## src/rtl/bbpd_pkg.sv

```systemverilog
// Package: shared decision encoding for the bang-bang phase detector.
// Assumes nothing beyond the user of the type including this package first.
package bbpd_pkg;
    typedef enum logic [1:0] {
        DEC_NONE  = 2'b00,
        DEC_LATE  = 2'b01,   // clock late -> speed up
        DEC_EARLY = 2'b10    // clock early -> slow down
    } bbpd_dec_e;
endpackage

```

## src/rtl/bbpd_decide.sv

```systemverilog
// Module: bbpd_decide
// Combinational decision from the three samples of one bit.
// Assumes the samples are stable whenever smp_valid is high.
// Output is DEC_NONE when not valid or not enabled.
module bbpd_decide
    import bbpd_pkg::*;
(
    input  logic      smp_valid,
    input  logic      enable,
    input  logic      smp_a,
    input  logic      smp_t,
    input  logic      smp_b,
    output bbpd_dec_e dec
);
    logic edge_seen;
    assign edge_seen = smp_a ^ smp_b;

    // Classify the bit: no edge, edge seen with T matching A, or edge seen with T matching B.
    always_comb begin
        dec = DEC_NONE;
        if (smp_valid && enable && edge_seen) begin
            if (smp_t == smp_a) dec = DEC_EARLY;
            else                dec = DEC_LATE;
        end
    end
endmodule

```

## src/rtl/bbpd_pulse.sv

```systemverilog
// Module: bbpd_pulse
// Registers the proportional up/down pulses, the recovered data bit and the hold flag.
// Assumes one decision per clock at most; a pulse lasts one cycle per decision.
module bbpd_pulse
    import bbpd_pkg::*;
(
    input  logic      clk,
    input  logic      rst_n,
    input  bbpd_dec_e dec,
    input  logic      smp_valid,
    input  logic      smp_a,
    input  logic      smp_t,
    input  logic      smp_b,
    input  logic      win_ok,
    output logic      up_o,
    output logic      dn_o,
    output logic      data_o,
    output logic      hold_o
);
    // Register the pulse pair from the current decision.
    always_ff @(posedge clk) begin
        if (!rst_n) begin
            up_o <= 1'b0;
            dn_o <= 1'b0;
        end else begin
            up_o <= (dec == DEC_LATE);
            dn_o <= (dec == DEC_EARLY);
        end
    end

    // Capture the centre sample as the recovered bit on every strobe.
    always_ff @(posedge clk) begin
        if (!rst_n)         data_o <= 1'b0;
        else if (smp_valid) data_o <= smp_a;
    end

    // Report the frozen state of the integrator.
    always_ff @(posedge clk) begin
        if (!rst_n) hold_o <= 1'b0;
        else        hold_o <= !win_ok;
    end

    assert_onehot_R5: assert property (@(posedge clk) disable iff (!rst_n)
        !(up_o && dn_o));
    assert_no_edge_R2: assert property (@(posedge clk) disable iff (!rst_n)
        (smp_valid && (smp_a == smp_b)) |=> (!up_o && !dn_o));
    assert_early_R3: assert property (@(posedge clk) disable iff (!rst_n)
        (smp_valid && win_ok && (smp_a == smp_t) && (smp_a != smp_b)) |=> dn_o);
    assert_late_R4: assert property (@(posedge clk) disable iff (!rst_n)
        (smp_valid && win_ok && (smp_b == smp_t) && (smp_a != smp_b)) |=> up_o);
    assert_gate_R9: assert property (@(posedge clk) disable iff (!rst_n)
        !win_ok |=> (!up_o && !dn_o && hold_o));
    assert_idle_R10: assert property (@(posedge clk) disable iff (!rst_n)
        !smp_valid |=> (!up_o && !dn_o && $stable(data_o)));
    assert_data_R8: assert property (@(posedge clk) disable iff (!rst_n)
        smp_valid |=> (data_o == $past(smp_a)));
endmodule

```

## src/rtl/bbpd_integ.sv

```systemverilog
// Module: bbpd_integ
// Saturating signed accumulator driven by the bang-bang decisions.
// Assumes at most one decision per clock; holds while the decision is DEC_NONE.
module bbpd_integ
    import bbpd_pkg::*;
#(
    parameter int ACC_W = 16
) (
    input  logic                    clk,
    input  logic                    rst_n,
    input  bbpd_dec_e               dec,
    output logic signed [ACC_W-1:0] acc_o
);
    localparam logic signed [ACC_W-1:0] ACC_MAX = {1'b0, {(ACC_W-1){1'b1}}};
    localparam logic signed [ACC_W-1:0] ACC_MIN = {1'b1, {(ACC_W-1){1'b0}}};
    localparam logic signed [ACC_W-1:0] ONE     = {{(ACC_W-1){1'b0}}, 1'b1};

    logic at_max, at_min;
    assign at_max = (acc_o == ACC_MAX);
    assign at_min = (acc_o == ACC_MIN);

    // Step the accumulator by one per decision, clamped at both limits.
    always_ff @(posedge clk) begin
        if (!rst_n) begin
            acc_o <= '0;
        end else begin
            unique case (dec)
                DEC_LATE:  if (!at_max) acc_o <= acc_o + ONE;
                DEC_EARLY: if (!at_min) acc_o <= acc_o - ONE;
                default:   acc_o <= acc_o;
            endcase
        end
    end

    assert_up_step_R6: assert property (@(posedge clk) disable iff (!rst_n)
        (dec == DEC_LATE && !at_max) |=> (acc_o == $past(acc_o) + ONE));
    assert_dn_step_R6: assert property (@(posedge clk) disable iff (!rst_n)
        (dec == DEC_EARLY && !at_min) |=> (acc_o == $past(acc_o) - ONE));
    assert_sat_hi_R7: assert property (@(posedge clk) disable iff (!rst_n)
        (dec == DEC_LATE && at_max) |=> (acc_o == ACC_MAX));
    assert_sat_lo_R7: assert property (@(posedge clk) disable iff (!rst_n)
        (dec == DEC_EARLY && at_min) |=> (acc_o == ACC_MIN));
    assert_hold_R9: assert property (@(posedge clk) disable iff (!rst_n)
        (dec == DEC_NONE) |=> $stable(acc_o));
endmodule

```

## src/rtl/bbpd_loop.sv

```systemverilog
// Module: bbpd_loop (top)
// Bang-bang phase detector: per-bit up/down pulses plus a saturating frequency integrator.
// Assumes one A/T/B sample triple per smp_valid strobe, synchronous to clk,
// and win_ok driven by an external frequency window detector.
module bbpd_loop
    import bbpd_pkg::*;
#(
    parameter int ACC_W = 16
) (
    input  logic                    clk,
    input  logic                    rst_n,
    input  logic                    smp_valid,
    input  logic                    smp_a,
    input  logic                    smp_t,
    input  logic                    smp_b,
    input  logic                    win_ok,
    output logic                    up_o,
    output logic                    dn_o,
    output logic                    data_o,
    output logic                    hold_o,
    output logic signed [ACC_W-1:0] freq_word_o
);
    bbpd_dec_e dec;

    bbpd_decide u_decide (
        .smp_valid (smp_valid),
        .enable    (win_ok),
        .smp_a     (smp_a),
        .smp_t     (smp_t),
        .smp_b     (smp_b),
        .dec       (dec)
    );

    bbpd_pulse u_pulse (
        .clk       (clk),
        .rst_n     (rst_n),
        .dec       (dec),
        .smp_valid (smp_valid),
        .smp_a     (smp_a),
        .smp_t     (smp_t),
        .smp_b     (smp_b),
        .win_ok    (win_ok),
        .up_o      (up_o),
        .dn_o      (dn_o),
        .data_o    (data_o),
        .hold_o    (hold_o)
    );

    bbpd_integ #(.ACC_W(ACC_W)) u_integ (
        .clk   (clk),
        .rst_n (rst_n),
        .dec   (dec),
        .acc_o (freq_word_o)
    );

    assert_reset_R1: assert property (@(posedge clk)
        !rst_n |=> (!up_o && !dn_o && !data_o && !hold_o && freq_word_o == '0));
endmodule

```

## config.mk

```make
export PLATFORM = sky130hd
export DESIGN_NAME = bbpd_loop
export DESIGN_NICKNAME = d
export VERILOG_FILES = /design/src/rtl/bbpd_pkg.sv /design/src/rtl/bbpd_decide.sv /design/src/rtl/bbpd_pulse.sv /design/src/rtl/bbpd_integ.sv /design/src/rtl/bbpd_loop.sv
export SDC_FILE = /design/constraint.sdc
export NUM_CORES = 1
export LEC_CHECK = 0
export CORE_ASPECT_RATIO = 1.25
export CORE_UTILIZATION = 35
export CTS_BUF_LIST = sky130_fd_sc_hd__clkbuf_2
export CTS_CLUSTER_SIZE = 12
export DETAILED_ROUTE_END_ITERATION = 16
export DONT_BUFFER_PORTS = 1
export SYNTH_ARGS = -nofsm -noshare
export SYNTH_HDL_FRONTEND = slang
export SYNTH_SLANG_ARGS = --single-unit
```

## constraint.sdc

```tcl
create_clock -name clk -period 2.2 [get_ports clk]
set_input_delay 0 -clock clk [delete_from_list [all_inputs] [get_ports clk]]
set_output_delay 0 -clock clk [all_outputs]
set_load 0.1 [all_outputs]
```

==> results.yml, run 1 <==
global_route:
  antenna_found_initial: 0
  met1_usage: 0.256
  top_usage_layer: "met2"
  grt_max_degree: 26
  gr-total-overflow: 0
  grtUsageMet3: 0.0239
  grt_use_total: 0.197
  first_global_vias: 1538
  grt_pass1_wl_um: 6990
  grt_use_met2: 0.312
critical_path:
  path_buf_inv: 1
  rrSetupSlack_ns: 0.12
  cp.arrival_ns: 2.32
  worstPathMaxFanout: 4
  critPathRequiredTime_ns: 2.45
  max_stage_delay_ns: 0.43
  cp-start-kind: "register"
  path_cells: "fa_1 > a21o_1 > a221oi_4 > buf_4 > o21bai_1 > a21oi_1 > xor2_1 > o22ai_1"
  end_kind: "register"
  crit_family: "compound AO/OA/AOI/OAI gates"
  worst_path_max_delay_cell: "fa_1"
  crit_type: "register to register"
pwr:
  p_leak_nw: 0.877
  p_per_area_nw_per_um2: 384
  power_uw: 761
  max-vdd-ir-drop_uv: 147
logic_synthesis:
  synth_top_family_by_area: "simple AND/OR/NAND/NOR gates"
  yosysUniqueCellTypes: 46
  synth_fa_ha_area_frac: 0.127
  syn-cell-area_um2: 1530
  synth_cells: 186
  synth-edff-count: 0
  ys_warn_count: 0
  synth_ff_type: "dfxtp_1"
  synth_xor_area_frac: 0.0801
  synth-compound-area-share: 0.234
  avgSynthCellArea_um2: 8.23
  syn_nets: 208
  synth_async_sr_flop_share: 0
  synth-simple-area-share: 0.252
  synth_seq_area_share: 0.261
  ys_ff_latch: 20
  muxShareOfSynthArea: 0.0131
final_layout:
  nets: 246
  fillers: 431
  fin_cells: 279
  diodes: 0
  drive_gt1_frac: 0.278
  syn_to_final_growth_pct: 29.5
routing:
  route.detailed.drc: 0
  detail-route-antenna-nets: 0
  routed_wl_um: 4090
  wl_per_cell_um: 14.7
  num_vias: 1513
  drt_iter0_markers: 58
  dr.pass1.iters: 4
  via_per_inst: 5.42
sta:
  finalHoldViolations: 0
  fin_tns_setup_ns: 0
  min_period_ns: 2.08
  final-setup-viol-count: 0
  timing.fmax_mhz: 482
  maxSlewHeadroom: 0.373
  worstMarginPinSlew_ns: 0.939
  fin_crit_sh: 0.944
  fin_hold_ws_ns: 0.266
  timing.final.ws_setup_ns: 0.124
  slew_viol_final: 0
  grt_setup_unrepaired: "no"
  fin_skew_ns: 0.0139
cts:
  cts_tree: "done"
  clock_path_buffers: 2
  cts_root_buffer: "clkbuf_2"
  clkTransAtPathRegs_ns: 0.21
  numCtsBuffers: 3
  htree_levels: 1
  clock_latency_ns: 0.33
  cts.sinks: 20
place:
  dpl.hpwl_um: 2970
  port_buffers: 0
  pre_cts_slack_ns: -0.0716
  placed_cells: 265
  gp_congestion: 0.893
floorplanning:
  die_area_um2: 4650
  row_count: 26
  start_util: 0.371
  dieWidth_um: 61.2
  dieHeight_um: 76.0
  io_pins: 27
  core-area_um2: 4130
job:
  cap_violations: 0
hold_path:
  hold_class: "primary input to register"
status:
  status: "complete, no violations"
==> power breakdown <==
group	switching (mW)	internal [mW]	total (mW)
clock network	0.122	0.0395	0.162
logic	0.127	0.0741	0.201
registers	0.0244	0.373	0.398
total	0.274	0.487	0.761
==> state kept, by name (all words and copies together) (netlist names) <==
register        flops
u_pulse.dn_o        1
u_pulse.up_o        1
u_pulse.data_o      1
u_integ.acc_o      16
u_pulse.hold_o      1
==> per-stage QoR <==
stage | area, µm² | util
floorplan | 1600 | -
global placement | 1870 | 0.452
detailed placement | 1870 | 0.452
CTS | 1970 | 0.476
global route | 1980 | 0.480
finish | 1980 | 0.480
==> cell families after synthesis <==
group	count (synthesis)
flip-flops	20
multiplexers	2
adder cells (fa/ha/maj)	15
AND/OR/NAND/NOR	71
AO/OA/AOI/OAI	53
XOR/XNOR	14
buffers and inverters	11
==> path summary, 6_finish.rpt <==
kind,from,endpoint,cells past startpoint
min,win_ok,u_pulse.hold_o,2
max reg2reg,u_integ.acc_o[0],u_integ.acc_o[8],8
min reg2reg,u_integ.acc_o[10],u_integ.acc_o[10],2
max,u_integ.acc_o[0],u_integ.acc_o[8],8
==> placed cells by master (no fill, tap or decap), types with 2 or more instances in the layout <==
cell and count:
buf_4 31, nand2_1 24, dfxtp_2 14, a21oi_1 12, ha_1 12, xnor2_1 10
o21ai_0 9, nor2_1 8, nand3_1 8, dlygate4sd3_1 8, nand4_1 7, a21o_1 6
a21boi_0 5, dfxtp_1 5, inv_1 4, xor2_1 4, o22ai_1 4, nor4_1 3
a31oi_1 3, clkbuf_2 3, nand3b_1 2, nand2b_1 2, nand4b_1 2, o21ai_1 2
or2_2 2, mux2i_1 2, and2_1 2, nor2b_1 2, ha_4 2
==> metal layers <==
| layer | routed length, µm | share of wire |
|---|---|---|
| met1 | 1800 | 0.44 |
| met2 | 2000 | 0.49 |
| met3 | 174 | 0.043 |
| met4 | 111 | 0.027 |
| met5 | 0 | 0 |
==> what timing repair did <==
action | CTS | global route
resized for setup | 0 | 3
hold buffers | 8 | 0
hold endpoints to repair | 20 | 0
endpoints found under the setup margin | 0 | 2
setup buffers | 0 | 2
==> area by class of cell <==
type,instances,area [µm²],area share
multi-input combinational,155,1120,0.567
sequential,20,422,0.213
timing repair buffer,40,333,0.168
tap,56,70.1,0.0353
clock buffer,3,15.0,0.00757
inverter,4,15.0,0.00757
clock inverter,1,3.75,0.00189
==> cell usage after synthesis, types with 2 or more instances <==
cell / instances / share of area
a211oi_1: 2 / 0.0098
a21boi_0: 5 / 0.025
a21o_1: 6 / 0.029
a21oi_1: 12 / 0.039
a31oi_1: 3 / 0.012
and2_1: 2 / 0.0082
clkbuf_1: 5 / 0.012
dfxtp_1: 20 / 0.26
ha_1: 14 / 0.11
inv_1: 4 / 0.0098
mux2i_1: 2 / 0.013
nand2_1: 24 / 0.059
nand2b_1: 2 / 0.0082
nand3_1: 8 / 0.026
nand3b_1: 2 / 0.0098
nand4_1: 7 / 0.029
nand4b_1: 2 / 0.011
nor2_1: 8 / 0.020
nor2b_1: 2 / 0.0082
nor4_1: 3 / 0.012
o21ai_0: 11 / 0.036
o22ai_1: 4 / 0.016
o311ai_0: 2 / 0.011
or2_2: 2 / 0.0082
xnor2_1: 10 / 0.057
xor2_1: 4 / 0.023
Power figures use the tool's default switching activity.
==> run 2, diff against run 1 <==
Settings changed: CORE_ASPECT_RATIO 1.25 to unset, CORE_MARGIN set to 2.
==> run 2 against run 1 <==
Die area grew 5.9%. Critical path depth grew 4. Via count grew 0.79%. Clock-buffer cell count is the same. Total power grew 17%. Largest power group unchanged.
==> results.yml, run 2 (synthesis results as in run 1) <==
routing:
  detail-route-antenna-nets: 0
  via_per_inst: 5.49
  num_vias: 1525
  wl_per_cell_um: 14.6
  routed_wl_um: 4070
  dr.pass1.iters: 4
  route.detailed.drc: 0
  drt_iter0_markers: 44
final_layout:
  fin_cells: 278
  nets: 249
  drive_gt1_frac: 0.319
  largest_reg_flops: 16
  syn_to_final_growth_pct: 34.3
  diodes: 0
  layout_common_cells: "buf_4, nand2_1, dfxtp_2, a21oi_1, ha_1"
  top_register: "u_integ.acc_o"
  layout_commonest_cell: "buf_4"
  final_area_um2: 2060
  final_util: 0.479
place:
  port_buffers: 0
  dpl.hpwl_um: 2920
  gp_congestion: 0.851
  placed_cells: 266
  placed_cell_area_um2: 1900
status:
  status: "complete, no violations"
sta:
  finalHoldViolations: 0
  min_period_ns: 2.12
  fin_skew_ns: 0.0245
  slew_viol_final: 0
  fin_crit_sh: 0.962
  timing.fmax_mhz: 472
  worstMarginPinSlew_ns: 0.934
  maxSlewHeadroom: 0.376
  final-setup-viol-count: 0
  fin_tns_setup_ns: 0
  grt_setup_unrepaired: "no"
critical_path:
  critPathRequiredTime_ns: 2.50
  crit_type: "primary input to register"
  cp.arrival_ns: 2.42
  cp-start-kind: "primary input"
  end_kind: "register"
  worstPathMaxFanout: 14
pwr:
  seqPwrFrac: 0.445
  intPower_uw: 607
  p_leak_nw: 0.903
  max-vdd-ir-drop_uv: 189
  power.switching_uw: 286
  p_per_area_nw_per_um2: 434
  power_frac_comb: 0.232
  power.share.clock: 0.323
  p_sw_frac: 0.320
cts:
  htree_levels: 1
  cts_root_buffer: "clkbuf_2"
  clock_path_buffers: 2
  cts.sinks: 20
  clkTransAtPathRegs_ns: 0.24
  clock_latency_ns: 0.35
  cts_tree: "done"
  numCtsBuffers: 3
global_route:
  antenna_found_initial: 0
  grt_pass1_wl_um: 7090
  first_global_vias: 1556
  gr-total-overflow: 0
  grt_max_degree: 26
  grt_use_total: 0.175
floorplanning:
  dieHeight_um: 70.2
  row_count: 24
  core-area_um2: 4290
  io_pins: 27
  dieWidth_um: 70.2
  start_util: 0.357
  die_area_um2: 4920
hold_path:
  hold_class: "primary input to register"
job:
  cap_violations: 0
## run 2: cell types whose count changed in the layout (fill, tap and decap cells not counted), sizes merged
cell / previous run / this run
clkinv: 1 / 0
buf: 32 / 35
bufinv: 0 / 1
## run 2: metrics by stage
step | worst slack (ns) | total power, mW | hold slack [ns]
floorplan | -0.114 | 0.545 | 0.0716
global placement | -0.0483 | 0.587 | 0.0744
detailed placement | -0.0622 | 0.588 | 0.0773
CTS | 0.0188 | 0.897 | 0.0979
global route | 0.0266 | 0.939 | 0.0597
finish | 0.0830 | 0.893 | 0.0751
## run 2: power by group through the flow
stage	Clock, mW	Sequential, mW	Combinational [mW]
after floorplan	0	0.461	0.0834
after global placement	0	0.404	0.183
after detailed placement	0	0.404	0.183
after CTS	0.297	0.397	0.203
after global routing	0.316	0.400	0.223
final	0.289	0.397	0.207
## run 2: final timing paths
path              cells after the start           endpoint  slack, ns              start
setup / recovery                     12  u_integ.acc_o[15]       0.08             win_ok
hold / removal                        4       u_pulse.dn_o       0.08          smp_valid
setup reg to reg                      7  u_integ.acc_o[15]       0.20   u_integ.acc_o[0]
hold reg to reg                       2  u_integ.acc_o[10]       0.50  u_integ.acc_o[10]
## run 2: final cells by class
cell class	instances	area (µm²)
clock buffers	3	15.0
clock inverters	1	30.0
fillers	441	2240
inverters	4	15.0
multi-input cells	155	1160
flip-flops and latches	20	419
well taps	52	65.1
repair buffers	43	355
## run 2: routing by layer
metal / part of all wire / up-vias / track usage
met1: 0.50 / 725 / 0.237
met3: 0.038 / 4 / 0.0346
met4: 0.0052 / 0 / 0.0427
met2: 0.46 / 21 / 0.285
li1: - / 775 / -
met5: 0 / - / 0
## run 2: critical path, cell delays in order
cell and delay, ns:
dlygate4sd3_1 0.57, nand2_2 0.12, a21oi_4 0.05, buf_12 0.15, ha_1 0.29, buf_4 0.13, nand4_1 0.08, a21oi_1 0.22
o21ai_2 0.12, and4b_1 0.20, nor4_2 0.27, mux2i_1 0.21
## run 2: what timing repair did
action | CTS | global route
setup endpoints to repair | 0 | 6
setup buffers | 0 | 0
hold buffers | 8 | 0
endpoints found under the hold margin | 20 | 0
gates resized for setup | 0 | 12
